**src/rtl/simd_sat_pkg.sv**
```systemverilog
package simd_sat_pkg;

   localparam int OP_W = 4;

   typedef enum logic [OP_W-1:0] {
      OP_HADD     = 4'd0,
      OP_HADD_SAT = 4'd1,
      OP_HSUB     = 4'd2,
      OP_HSUB_SAT = 4'd3,
      OP_BADD     = 4'd4,
      OP_BADD_SAT = 4'd5,
      OP_BSUB     = 4'd6,
      OP_BSUB_SAT = 4'd7,
      OP_HABS_SAT = 4'd8,
      OP_WABS_SAT = 4'd9,
      OP_BSUM     = 4'd10
   } simd_op_e;

   typedef struct packed {
      logic half_arith;
      logic byte_arith;
      logic half_abs;
      logic word_abs;
      logic byte_sum;
      logic sub;
      logic sat;
   } simd_ctl_t;

   // Op code to datapath steering; codes 0..7 carry sub in bit 1 and sat in bit 0
   function automatic simd_ctl_t decode_op(input logic [OP_W-1:0] code);
      simd_ctl_t c;
      c     = '0;
      c.sub = code[1];
      c.sat = code[0];
      case (code)
         OP_HADD, OP_HADD_SAT, OP_HSUB, OP_HSUB_SAT: c.half_arith = 1'b1;
         OP_BADD, OP_BADD_SAT, OP_BSUB, OP_BSUB_SAT: c.byte_arith = 1'b1;
         OP_HABS_SAT:                                c.half_abs   = 1'b1;
         OP_WABS_SAT:                                c.word_abs   = 1'b1;
         OP_BSUM:                                    c.byte_sum   = 1'b1;
         default:                                    c            = '0;
      endcase
      return c;
   endfunction

endpackage

```
**src/rtl/simd_sat_lane.sv**
```systemverilog
// One add/subtract lane, signed or unsigned, with optional clamping.
module simd_sat_lane #(
   parameter int W           = 16,
   parameter bit SIGNED_LANE = 1'b1
) (
   input  logic [W-1:0] a_i,
   input  logic [W-1:0] b_i,
   input  logic         sub_i,
   input  logic         sat_i,
   output logic [W-1:0] y_o,
   output logic         clip_o
);

   logic [W:0]   ext_a;
   logic [W:0]   ext_b;
   logic [W:0]   raw;
   logic         over;
   logic [W-1:0] clamp;

   generate
      if (W < 2) begin : g_bad_width
         $error("simd_sat_lane: W must be at least 2");
      end
      if (SIGNED_LANE) begin : g_signed
         assign ext_a = {a_i[W-1], a_i};
         assign ext_b = {b_i[W-1], b_i};
         assign raw   = sub_i ? (ext_a - ext_b) : (ext_a + ext_b);
         // sign of the extended sum disagrees with the lane sign bit
         assign over  = raw[W] ^ raw[W-1];
         assign clamp = raw[W] ? {1'b1, {(W-1){1'b0}}} : {1'b0, {(W-1){1'b1}}};
      end else begin : g_unsigned
         assign ext_a = {1'b0, a_i};
         assign ext_b = {1'b0, b_i};
         assign raw   = sub_i ? (ext_a - ext_b) : (ext_a + ext_b);
         // carry out on add, borrow on subtract
         assign over  = raw[W];
         assign clamp = sub_i ? {W{1'b0}} : {W{1'b1}};
      end
   endgenerate

   assign clip_o = sat_i & over;
   assign y_o    = clip_o ? clamp : raw[W-1:0];

endmodule

```
**src/rtl/simd_abs_lane.sv**
```systemverilog
// Saturating absolute value of one signed lane.
module simd_abs_lane #(
   parameter int W = 16
) (
   input  logic [W-1:0] a_i,
   output logic [W-1:0] y_o,
   output logic         clip_o
);

   localparam logic [W-1:0] MOST_NEG = {1'b1, {(W-1){1'b0}}};
   localparam logic [W-1:0] MOST_POS = {1'b0, {(W-1){1'b1}}};

   logic [W-1:0] negated;

   assign negated = (~a_i) + {{(W-1){1'b0}}, 1'b1};
   assign clip_o  = (a_i == MOST_NEG);
   assign y_o     = clip_o   ? MOST_POS :
                    a_i[W-1] ? negated  : a_i;

endmodule

```
**src/rtl/simd_byte_sum.sv**
```systemverilog
// Sum of zero-extended byte lanes; chain or balanced tree.
module simd_byte_sum #(
   parameter int NB       = 4,
   parameter int BYTE_W   = 8,
   parameter int OUT_W    = 32,
   parameter bit USE_TREE = 1'b1
) (
   input  logic [NB*BYTE_W-1:0] bytes_i,
   output logic [OUT_W-1:0]     sum_o
);

   localparam int SUM_W = BYTE_W + $clog2(NB);

   logic [SUM_W-1:0] total;

   generate
      if (SUM_W > OUT_W) begin : g_bad_out
         $error("simd_byte_sum: sum does not fit the output");
      end
      if (USE_TREE) begin : g_tree
         if ((NB & (NB - 1)) != 0 || NB < 2) begin : g_bad_nb
            $error("simd_byte_sum: tree form needs a power-of-two lane count");
         end
         // heap layout: leaves at NB..2NB-1, root at 1
         logic [SUM_W-1:0] node [1:2*NB-1];
         for (genvar j = 0; j < NB; j++) begin : g_leaf
            assign node[NB+j] = SUM_W'(bytes_i[j*BYTE_W +: BYTE_W]);
         end
         for (genvar k = 1; k < NB; k++) begin : g_node
            assign node[k] = node[2*k] + node[2*k+1];
         end
         assign total = node[1];
      end else begin : g_chain
         always_comb begin
            total = '0;
            for (int j = 0; j < NB; j++) begin
               total = total + SUM_W'(bytes_i[j*BYTE_W +: BYTE_W]);
            end
         end
      end
   endgenerate

   assign sum_o = OUT_W'(total);

endmodule

```
**src/rtl/simd_sat_adder.sv**
```systemverilog
module simd_sat_adder
   import simd_sat_pkg::*;
#(
   parameter int WORD_W   = 32,
   parameter int HALF_W   = 16,
   parameter int BYTE_W   = 8,
   parameter bit SUM_TREE = 1'b1
) (
   input  logic              clk,
   input  logic              rst_n,
   input  logic              in_valid,
   input  logic [OP_W-1:0]   op,
   input  logic [WORD_W-1:0] opnd_a,
   input  logic [WORD_W-1:0] opnd_b,
   input  logic              ovf_clr,
   output logic [WORD_W-1:0] result,
   output logic              ovf_flag
);

   localparam int NH = WORD_W / HALF_W;
   localparam int NB = WORD_W / BYTE_W;

   generate
      if (WORD_W % HALF_W != 0) begin : g_bad_half
         $error("simd_sat_adder: WORD_W must be a multiple of HALF_W");
      end
      if (WORD_W % BYTE_W != 0) begin : g_bad_byte
         $error("simd_sat_adder: WORD_W must be a multiple of BYTE_W");
      end
      if (NB < 2) begin : g_bad_nb
         $error("simd_sat_adder: need at least two byte lanes");
      end
   endgenerate

   simd_ctl_t         ctl;
   logic [WORD_W-1:0] half_y;
   logic [WORD_W-1:0] byte_y;
   logic [WORD_W-1:0] habs_y;
   logic [WORD_W-1:0] wabs_y;
   logic [WORD_W-1:0] sum_y;
   logic [NH-1:0]     half_clip;
   logic [NH-1:0]     habs_clip;
   logic [NB-1:0]     byte_clip;
   logic              wabs_clip;
   logic [WORD_W-1:0] nxt_res;
   logic              nxt_clip;
   logic [WORD_W-1:0] result_q;
   logic              ovf_q;

   assign ctl = decode_op(op);

   generate
      for (genvar h = 0; h < NH; h++) begin : g_half
         simd_sat_lane #(
            .W           (HALF_W),
            .SIGNED_LANE (1'b1)
         ) u_lane (
            .a_i    (opnd_a[h*HALF_W +: HALF_W]),
            .b_i    (opnd_b[h*HALF_W +: HALF_W]),
            .sub_i  (ctl.sub),
            .sat_i  (ctl.sat),
            .y_o    (half_y[h*HALF_W +: HALF_W]),
            .clip_o (half_clip[h])
         );
         simd_abs_lane #(
            .W (HALF_W)
         ) u_abs (
            .a_i    (opnd_a[h*HALF_W +: HALF_W]),
            .y_o    (habs_y[h*HALF_W +: HALF_W]),
            .clip_o (habs_clip[h])
         );
      end
      for (genvar b = 0; b < NB; b++) begin : g_byte
         simd_sat_lane #(
            .W           (BYTE_W),
            .SIGNED_LANE (1'b0)
         ) u_lane (
            .a_i    (opnd_a[b*BYTE_W +: BYTE_W]),
            .b_i    (opnd_b[b*BYTE_W +: BYTE_W]),
            .sub_i  (ctl.sub),
            .sat_i  (ctl.sat),
            .y_o    (byte_y[b*BYTE_W +: BYTE_W]),
            .clip_o (byte_clip[b])
         );
      end
   endgenerate

   simd_abs_lane #(
      .W (WORD_W)
   ) u_word_abs (
      .a_i    (opnd_a),
      .y_o    (wabs_y),
      .clip_o (wabs_clip)
   );

   simd_byte_sum #(
      .NB       (NB),
      .BYTE_W   (BYTE_W),
      .OUT_W    (WORD_W),
      .USE_TREE (SUM_TREE)
   ) u_sum (
      .bytes_i (opnd_a),
      .sum_o   (sum_y)
   );

   always_comb begin
      nxt_res  = '0;
      nxt_clip = 1'b0;
      if (ctl.half_arith) begin
         nxt_res  = half_y;
         nxt_clip = |half_clip;
      end else if (ctl.byte_arith) begin
         nxt_res  = byte_y;
         nxt_clip = |byte_clip;
      end else if (ctl.half_abs) begin
         nxt_res  = habs_y;
         nxt_clip = |habs_clip;
      end else if (ctl.word_abs) begin
         nxt_res  = wabs_y;
         nxt_clip = wabs_clip;
      end else if (ctl.byte_sum) begin
         nxt_res  = sum_y;
      end
   end

   always_ff @(posedge clk or negedge rst_n) begin
      if (!rst_n) begin
         result_q <= '0;
         ovf_q    <= 1'b0;
      end else begin
         if (in_valid) begin
            result_q <= nxt_res;
         end
         // a clamp in the clearing cycle wins over the clear
         ovf_q <= (ovf_q & ~ovf_clr) | (in_valid & nxt_clip);
      end
   end

   assign result   = result_q;
   assign ovf_flag = ovf_q;

endmodule

```
**config.mk**
```make
export PLATFORM = sky130hd
export DESIGN_NAME = simd_sat_adder
export DESIGN_NICKNAME = d
export VERILOG_FILES = /design/src/rtl/simd_sat_pkg.sv /design/src/rtl/simd_sat_lane.sv /design/src/rtl/simd_abs_lane.sv /design/src/rtl/simd_byte_sum.sv /design/src/rtl/simd_sat_adder.sv
export SDC_FILE = /design/constraint.sdc
export NUM_CORES = 1
export LEC_CHECK = 0
export BUFFER_PORTS_ARGS = -buffer_cell sky130_fd_sc_hd__buf_4
export CORE_ASPECT_RATIO = 1.2
export CORE_UTILIZATION = 40
export CTS_BUF_LIST = sky130_fd_sc_hd__clkbuf_2
export DETAILED_ROUTE_END_ITERATION = 10
export PLACE_DENSITY = 0.59
export SYNTH_ARGS = -nofsm -noshare
export SYNTH_HDL_FRONTEND = slang
export SYNTH_SLANG_ARGS = --single-unit
```
**constraint.sdc**
```tcl
create_clock -name clk -period 0.8 [get_ports clk]
set_input_delay 0.08 -clock clk [delete_from_list [all_inputs] [get_ports clk]]
set_output_delay 0.08 -clock clk [all_outputs]
set_load 0.05 [all_outputs]
```
==> results.txt, run 1 <==
run status: finished with violations
failing checks: negative setup slack
Num CTS Buffers: 5
Async SR Flop Fraction: 100%
CTS max path bufs: 2
Gate power share: 83.2%
I/O pins: 105
unrepaired setup endpoints after global routing: yes
Sequential Power Share: 12.5%
CP Launch Type: input port
Period minus WS final: 2.96 ns
initial antenna violation count: 0
Main synth FF type: dfrtp_1
clk_skew: 0 ns
Final Util: 69.7%
#FFs+latches synth: 33
cell area after synthesis: 0.00750 mm²
htree depth: 2
Slew Limit Headroom: 54.1%
First-pass DRT Iterations: 5
switching part of the total: 48.3%
WL final: 35.0 mm
Via density: 5.82
GRT overflow: 0
VDD IR max: 0.920 mV
post-route worst setup slack: -2.16 ns
Internal Dissipation: 9.51 mW
initial DRC count: 681
Routed WL per cell: 20.4 µm
maxcap violations: 0
clock power share: 4.3%
hpwl dp: 27.7 mm
Final Cell Area: 0.0127 mm²
most common cell after layout, fill and taps aside: buf_4
Crit path required time: 1.04 ns
Final Max Tran Viols: 0
core area: 0.0182 mm²
Critical Path AT: 3.20 ns
via count: 10.0k
endpoints failing setup: 66
Psw: 8.90 mW
commonest cells after routing, fill and taps aside: buf_4, nor2_1, nand2_1, xnor2_1, a21oi_1
hold slack: 0.148 ns
synth warn: 0
GRT Total Usage: 35.8%
PortBufs: 104
final hold vios: 0
Post-synth EDFFs: 0
clock latency on the worst-skew pair: 0.37 ns
die area: 0.0193 mm²
die width: 127 µm
DP Worst Slack: -2.99 ns
Leak Pwr: 5.72 nW
Achievable Freq: 338 MHz
first-pass GRT wire length: 53.5 mm
worst slew pin tran: 0.688 ns
Clk pin slew, worst setup/hold paths: 0.20 ns
critical path endpoint category: register
DIE HEIGHT: 152 µm
Syn Area/Cell: 7.50 µm²
Hold/Removal Path Class: in2async
CTS tree: built
DP Area: 0.0112 mm²
row cnt: 54
Post-Syn Instances: 1000
final net count: 1651
CTS root buffer: clkbuf_2
vias in the first global route: 10.1k
CTS sink cnt: 33
# diodes: 0
Netlist cell types: 86
DRC viols: 0
CP Max Fanout: 11
register area share after synthesis: 11.0%
Area growth, synth to finish: 69.5%
largest net degree at the start of global routing: 34
share of cells above drive strength 1: 46.6%
Initial Utilization: 41.1%
pwr dens: 1450 mW/mm²
Synth Net Count: 1156
GPL Wtd Cong: 0.993
Final ANT Viol Nets: 0
kind of critical path: in2reg
Final period util: 370%
power groups by stage:
stage / Combinational [mW] / Clock (mW) / Sequential, mW
2_1_floorplan: 5.89 / 0 / 3.42
5_1_grt: 16.2 / 0.861 / 2.33
4_1_cts: 14.6 / 0.783 / 2.29
3_3_place_gp: 12.5 / 0 / 2.29
6_report: 15.3 / 0.791 / 2.30
3_5_place_dp: 12.7 / 0 / 2.29
cells by family (layout without fill, tap and decap cells):
kind of cell | Yosys count | after routing | share of synthesized area (%)
AOI/OAI and AO/OA | 356 | 356 | 31.7
buffers and inverters | 77 | 572 | 4.20
adders and majority gates | 84 | 84 | 16.0
xor gates and xnor gates | 119 | 119 | 14.5
muxes | 11 | 11 | 1.49
and+or+nand+nor | 320 | 320 | 21.1
DFF | 33 | 33 | 11.0
cell usage after synthesis, drive strengths merged (23+ instances only):
| library cell | instances | area, µm² |
|---|---|---|
| a21oi | 102 | 529 |
| inv | 35 | 131 |
| o21ai | 77 | 397 |
| o211ai | 23 | 188 |
| nand2 | 79 | 297 |
| nor3 | 32 | 170 |
| nor2 | 104 | 395 |
| clkbuf | 32 | 123 |
| xor2 | 40 | 350 |
| dfrtp | 33 | 826 |
| ha | 64 | 801 |
| xnor2 | 78 | 717 |
layout make-up:
| type | instances | area [µm²] |
|---|---|---|
| fill | 1539 | 5530 |
| inverter | 35 | 139 |
| tap | 224 | 280 |
| sequential | 33 | 826 |
| multi-input combinational | 890 | 7130 |
| timing repair buffer | 530 | 4310 |
| clock buffer | 5 | 25.0 |
| clock inverter | 2 | 11.3 |
registers in the layout, indices dropped and copies added (netlist names):
| name | cells |
|---|---|
| result | 32 |
| ovf_flag | 1 |
per-layer routing:
metal	GRT usage (%)	share of wire (%)	wire, µm	vias up
li1	-	-	-	4690
met2	63.7	49	17200	412
met5	0	0	0	-
met4	26.1	9.1	3170	0
met1	38.7	37	12900	4748
met3	4.54	5.1	1790	158
stage by stage:
stage	TNS (ns)	instances	total power [mW]
floorplan	-78.13	1000	9.31
global placement	-92.23	1643	14.8
detailed placement	-93.90	1643	15.0
CTS	-76.03	1706	17.7
global route	-80.81	1719	19.4
finish	-76.07	1719	18.4
critical path, cell delays in order:
cell      delay [ns]
buf_6           0.09
o21a_1          0.19
nor2_2          0.09
buf_6           0.14
buf_12          0.15
nor2_4          0.04
xnor2_2         0.12
ha_1            0.36
a211oi_4        0.31
o31ai_4         0.13
a31o_4          0.24
a31o_4          0.25
xnor2_4         0.18
xnor3_2         0.32
buf_6           0.16
o211ai_1        0.21
a31oi_1         0.11
worst paths after layout:
path                                       start                     end  slack [ns]  cells after the start
max                                        op[2]   result[5]$_DFFE_PN0P_       -2.16                     17
min                                        rst_n  result[27]$_DFFE_PN0P_        0.15                      2
max reg2reg                result[4]$_DFFE_PN0P_   result[4]$_DFFE_PN0P_       -0.18                      3
min reg2reg                   ovf_flag$_DFF_PN0_      ovf_flag$_DFF_PN0_        0.56                      1
max in group asynchronous                  rst_n   result[1]$_DFFE_PN0P_        0.31                      2
min in group clk                       opnd_b[0]   result[0]$_DFFE_PN0P_        0.16                      4
repair_timing:
item,4_1_cts,5_1_grt
gates resized for setup,183,54
buffers inserted,50,14
hold buffers,2,0
gates cloned,4,0
pin swaps,81,50
endpoints found under the hold margin,34,0
setup endpoints to repair,66,66
Note: power is estimated with default switching activity, not from simulation.
==> run 2, diff against run 1 <==
- CTS_BUF_LIST: sky130_fd_sc_hd__clkbuf_2 -> sky130_fd_sc_hd__clkbuf_4 sky130_fd_sc_hd__clkbuf_8 sky130_fd_sc_hd__clkbuf_16
==> results.txt, run 2 (synthesis gave the netlist of run 1 again) <==
final net count: 1652 (+0.061%)
slowest stage delay, CP: 0.39 ns (+0.03 ns)
die area: 0.0193 mm² (unchanged)
post-route worst setup slack: -2.30 ns (-0.147 ns)
share of cells above drive strength 1: 48.2% (+1.6 points)
PortBufs: 104 (unchanged)
first-pass GRT wire length: 53.6 mm (+0.23%)
maxcap violations: 0 (unchanged)
Top delay family on crit path: compound AO/OA/AOI/OAI gates
row cnt: 54 (unchanged)
via count: 10.2k (+1.9%)
placed cells: 1643 (unchanged)
# diodes: 0 (unchanged)
slowest cell on the critical path: or3_4
htree depth: 2 (unchanged)
worst-path cell chain: buf_6 > o21a_1 > nor2_2 > buf_6 > buf_12 > a21oi_4 > xnor2_2 > ha_1 > o211ai_1 > a21oi_2 > o2111ai_2 > and4_4 > or3_4 > a2111oi_4 > buf_6 > buf_6 > o32ai_2 > o21ai_1
DRC viols: 0 (unchanged)
reg2reg setup slack: -0.18 ns (about the same)
Via density: 5.93 (+1.8%)
Critical Path AT: 3.30 ns (+0.10 ns)
die width: 127 µm (unchanged)
GRT Total Usage: 36.1% (+0.25 points)
FILL cells: 1460 (-5.1%)
WL final: 36.2 mm (+3.6%)
VDD IR max: 1.00 mV (+8.9%)
worst slew pin tran: 0.680 ns (-0.00821 ns)
hpwl dp: 27.7 mm (unchanged)
CTS tree: built
DP Worst Slack: -2.99 ns (unchanged)
Buf+Inv Stages, Crit Path: 5 (+1)
CTS sink cnt: 33 (unchanged)
Crit path required time: 1.00 ns (-0.04 ns)
largest net degree at the start of global routing: 34 (unchanged)
total power: 19.9 mW (+8.2%)
clock latency on the worst-skew pair: 0.28 ns (-0.09 ns)
Final period util: 388% (+18 points)
CTS root buffer: clkbuf_16
Slew Limit Headroom: 54.2% (+0.068 points)
Leak Pwr: 5.82 nW (+1.8%)
max reg flops: 32 (unchanged)
final hold vios: 0 (unchanged)
Final Max Tran Viols: 0 (unchanged)
final non-filler cell total: 1720 (+0.058%)
Num CTS Buffers: 5 (unchanged)
Hold/Removal Path Class: in2reg
final setup TNS: -76.44 ns (-0.371 ns)
CP Max Fanout: 7 (-4)
most common cell after layout, fill and taps aside: buf_4
hold slack: 0.0967 ns (-0.0510 ns)
commonest cells after routing, fill and taps aside: buf_4, nor2_1, nand2_1, xnor2_1, a21oi_1
initial DRC count: 711 (+4.4%)
critical path endpoint category: register
pwr dens: 1530 mW/mm² (+5.5%)
I/O pins: 105 (unchanged)
GRT overflow: 0 (unchanged)
First-pass DRT Iterations: 7 (+2)
endpoints failing setup: 66 (unchanged)
unrepaired setup endpoints after global routing: yes
Routed WL per cell: 21.1 µm (+3.5%)
failing checks: negative setup slack
CP dominant cell by count: buf_6
Initial Utilization: 41.1% (unchanged)
Area growth, synth to finish: 73.9%
vias in the first global route: 10.1k (+0.35%)
initial antenna violation count: 0 (unchanged)
Clk pin slew, worst setup/hold paths: 0.06 ns (-0.14 ns)
clk_skew: 0 ns (unchanged)
CTS max path bufs: 2 (unchanged)
Achievable Freq: 322 MHz (-4.7%)
core area: 0.0182 mm² (unchanged)
GPL Wtd Cong: 0.993 (unchanged)
Period minus WS final: 3.10 ns (+0.147 ns)
Final ANT Viol Nets: 0 (unchanged)
kind of critical path: in2reg
CP Launch Type: input port
DIE HEIGHT: 152 µm (unchanged)
run status: finished with violations
-- run 2: cell types whose count changed in the layout (fill, tap and decap cells not counted), sizes merged --
cell and change:
buf +3, bufbuf -1, clkbuf +1, clkinv -1, dlygate4sd3 -1
-- run 2: layout make-up --
type | count | area (µm²) | area share [%]
multi-input combinational | 890 | 7300 | 56.0
timing repair buffer | 531 | 4350 | 33.3
sequential | 33 | 826 | 6.33
tap | 224 | 280 | 2.15
inverter | 35 | 141 | 1.08
clock buffer | 6 | 139 | 1.07
clock inverter | 1 | 7.51 | 0.0576
-- run 2: power breakdown --
part / leakage [nW] / internal [mW] / switching [mW]
clock: 0.0690 / 1.22 / 0.740
sequential: 0.391 / 2.01 / 0.308
combinational: 5.36 / 7.43 / 8.21
-- run 2: metal layers --
layer  share of wire [%]  track usage [%]
met4                 8.8             26.8
met5                   0                0
met3                 5.4             3.77
met1                  36             38.7
met2                  50             64.9
-- run 2: worst paths after layout --
| path | startpoint | end | cells past startpoint |
|---|---|---|---|
| max | op[0] | result[4]$_DFFE_PN0P_ | 18 |
| min | ovf_clr | ovf_flag$_DFF_PN0_ | 3 |
| max reg2reg | result[4]$_DFFE_PN0P_ | result[4]$_DFFE_PN0P_ | 3 |
| min reg2reg | ovf_flag$_DFF_PN0_ | ovf_flag$_DFF_PN0_ | 1 |
| max in group asynchronous | rst_n | result[1]$_DFFE_PN0P_ | 2 |
| min in group asynchronous | rst_n | result[21]$_DFFE_PN0P_ | 2 |
-- run 2: repair_timing --
item,CTS,global route
endpoints found under the hold margin,33,0
hold buffers,1,0
pin swaps,71,51
gates cloned,3,0
setup buffers,53,14
setup endpoints to repair,66,66
resized for setup,193,84
-- run 2: worst min-delay path, cell delays in order --
cell and delay [ns]:
buf_4 0.11, inv_1 0.04, a22o_1 0.12
-- run 2: through the flow --
step,area [µm²],util (%)
5_1_grt,13000,71.5
4_1_cts,12500,68.7
3_3_place_gp,11200,61.2
2_1_floorplan,7640,-
6_report,13000,71.5
3_5_place_dp,11200,61.2
==> run 3, diff against run 2 <==
- PLACE_DENSITY: 0.59 -> 0.69
- SETUP_SLACK_MARGIN: not set -> 0.3
- SYNTH_HIERARCHICAL: not set -> 1
==> results.txt, run 3 <==
Final Cell Area: 0.0160 mm² (+23%)
FF/Latch Area: 866 µm² (+4.8%)
DRC viols: 26 (+26)
unrepaired setup endpoints after global routing: yes
GRT Total Usage: 28.7% (-7.3 points)
Via density: 5.67 (-4.4%)
Post-Syn Instances: 1467 (+47%)
most common cell after layout, fill and taps aside: buf_4
Area growth, synth to finish: 48.5%
maxcap violations: 0 (unchanged)
area share of the largest cell type after synthesis: 11.4% (+0.34 points)
I/O pins: 105 (unchanged)
run status: finished with violations
die area: 0.0277 mm² (+43%)
Achievable Freq: 275 MHz (-15%)
synth warn: 6 (+6)
Netlist cell types: 89 (+3.5%)
Final Max Tran Viols: 0 (unchanged)
cell area after synthesis: 0.0108 mm² (+44%)
switching part of the total: 45.9% (-0.56 points)
Num CTS Buffers: 5 (unchanged)
WL final: 40.4 mm (+12%)
Async SR Flop Fraction: 100% (unchanged)
critical path endpoint category: register
Crit path required time: 0.97 ns (-0.03 ns)
Period minus WS final: 3.63 ns (+0.530 ns)
max reg flops: 32 (unchanged)
GPL Wtd Cong: 0.951 (-4.1%)
clk_skew: 0 ns (unchanged)
Sequential Power Share: 9.8% (-1.8 points)
clock power share: 7.8% (-2.0 points)
failing checks: design-rule violations, negative hold slack, negative setup slack
largest net degree at the start of global routing: 68 (+100%)
via count: 12.9k (+26%)
DP Area: 0.0147 mm² (+31%)
final setup TNS: -96.11 ns (-19.67 ns)
First-pass DRT Iterations: 8 (+1)
Final ANT Viol Nets: 0 (unchanged)
commonest cells in the netlist: inv_1, a21oi_1, nor2_1
Clk pin slew, worst setup/hold paths: 0.06 ns (about the same)
Leak Pwr: 7.52 nW (+29%)
pwr dens: 1580 mW/mm² (+3.7%)
CTS max path bufs: 2 (unchanged)
DIE HEIGHT: 182 µm (+20%)
row cnt: 65 (+20%)
initial antenna violation count: 0 (unchanged)
final net count: 2117 (+28%)
PortBufs: 104 (unchanged)
CP Launch Type: input port
CP Max Fanout: 9 (+2)
GRT overflow: 0 (unchanged)
cell with the most instances after synthesis: inv_1
Initial Utilization: 40.9% (-0.24 points)
clock latency on the worst-skew pair: 0.28 ns (about the same)
VDD IR max: 1.04 mV (+3.8%)
core area: 0.0264 mm² (+45%)
Multi-input gate area: 0.00960 mm² (+32%)
Slew Limit Headroom: 55.5% (+1.3 points)
Critical Path AT: 3.80 ns (+0.50 ns)
kind of critical path: in2reg
Hold/Removal Path Class: in2async
Main synth FF type: dfrtp_1
RR Startpoint: result[28]$_DFFE_PN0P_
CTS root buffer: clkbuf_16
final hold vios: 33 (+33)
Post-synth EDFFs: 0 (unchanged)
Routed WL per cell: 17.8 µm (-16%)
worst slew pin tran: 0.667 ns (-0.0128 ns)
FILL cells: 2285 (+57%)
initial DRC count: 642 (-9.7%)
#FFs+latches synth: 33 (unchanged)
CTS sink cnt: 33 (unchanged)
Crit. Startpoint: opnd_b[17]
hold slack: -0.255 ns (-0.351 ns)
# diodes: 0 (unchanged)
dominant cell type by area after synthesis: ha_1
Synth area leaders: ha_1, xnor2_1, dfrtp_1
htree depth: 2 (unchanged)
commonest cells after routing, fill and taps aside: buf_4, inv_1, nor2_1, ha_1, xnor2_1
die width: 152 µm (+20%)
Psw: 11.7 mW (+26%)
register area share after synthesis: 7.65% (-3.4 points)
Gate power share: 82.3% (+3.8 points)
first-pass GRT wire length: 65.1 mm (+21%)
share of cells above drive strength 1: 37.1% (-11 points)
post-route worst setup slack: -2.83 ns (-0.530 ns)
DP Worst Slack: -3.09 ns (-0.0964 ns)
Final period util: 454% (+66 points)
hpwl dp: 31.6 mm (+14%)
CTS tree: built
endpoints failing setup: 66 (unchanged)
Internal Dissipation: 13.7 mW (+29%)
vias in the first global route: 13.0k (+29%)
Syn Area/Cell: 7.36 µm² (-1.8%)
run 3: changes by cell type after synthesis, sizes merged, moves of 13 or more:
cell,delta
inv,+88
xor2,+21
a41o,+32
nand2b,+25
ha,+34
buf,+42
xnor2,+24
or3,-13
or2,+37
o21bai,+19
mux2i,+40
a21oi,+22
o22ai,+25
nor4,+19
run 3: cell families after synthesis:
family | count (synthesis) | synth area share [%]
adders and majority gates | 107 | 13.0
other | 1 | 0.0347
AOI/OAI and AO/OA | 470 | 29.4
muxes | 50 | 4.63
DFF | 33 | 7.65
and+or+nand+nor | 436 | 22.4
xor gates and xnor gates | 163 | 13.6
buffers and inverters | 207 | 9.23
run 3: routing by layer:
layer / GRT usage, % / part of all wire [%] / vias up
met5: 0 / 0 / -
met4: 15.2 / 5.3 / 0
met3: 2.51 / 4.7 / 128
met2: 54.4 / 51 / 478
met1: 31.7 / 39 / 6032
li1: - / - / 6243
run 3: timing repair:
action | CTS | global route
endpoints found under the hold margin | 33 | 33
setup buffers | 22 | 12
cloned | 1 | 0
pin swaps | 58 | 52
endpoints found under the setup margin | 66 | 66
resized for setup | 173 | 60
run 3: per-stage QoR:
stage	std cells	total power, mW	util (%)
after CTS	2261	24.3	59.3
after global routing	2273	27.0	60.7
after global placement	2231	19.8	55.6
after floorplan	1488	13.2	-
after detailed placement	2231	20.1	55.6
final	2273	25.4	60.7
run 3: worst paths after layout:
path	end	slack, ns	cells past startpoint
max	result[23]$_DFFE_PN0P_	-2.83	19
min	result[7]$_DFFE_PN0P_	-0.25	2
max reg2reg	result[28]$_DFFE_PN0P_	-0.20	4
min reg2reg	ovf_flag$_DFF_PN0_	0.64	1
max in group asynchronous	result[14]$_DFFE_PN0P_	0.84	2
min in group clk	ovf_flag$_DFF_PN0_	0.18	3
run 3: worst max-delay path, stage by stage:
cell      delay [ns]
buf_8           0.10
inv_4           0.04
ha_4            0.12
or4b_4          0.49
nor3b_4         0.34
a21oi_2         0.12
xnor2_1         0.15
ha_1            0.35
nand4_1         0.17
or3_4           0.38
a211oi_4        0.23
o21a_1          0.23
or2_4           0.17
buf_6           0.14
nor2_1          0.05
o22a_1          0.20
mux2i_1         0.14
o22ai_1         0.09
a41o_1          0.21
run 3: final cells by class:
cell class / instances / area share (%)
repair buffers: 525 / 28.2
clock buffers: 7 / 0.913
flip-flops and latches: 33 / 5.40
inverters: 125 / 2.97
multi-input cells: 1248 / 59.9
well taps: 335 / 2.61
run 3: power by group through the flow:
stage          clock, mW  sequential (mW)  combinational, mW
2_1_floorplan          0             3.79               9.45
3_5_place_dp           0             2.45               17.7
4_1_cts             2.02             2.51               19.8
5_1_grt             2.08             2.55               22.4
6_report            1.99             2.50               20.9
3_3_place_gp           0             2.45               17.3
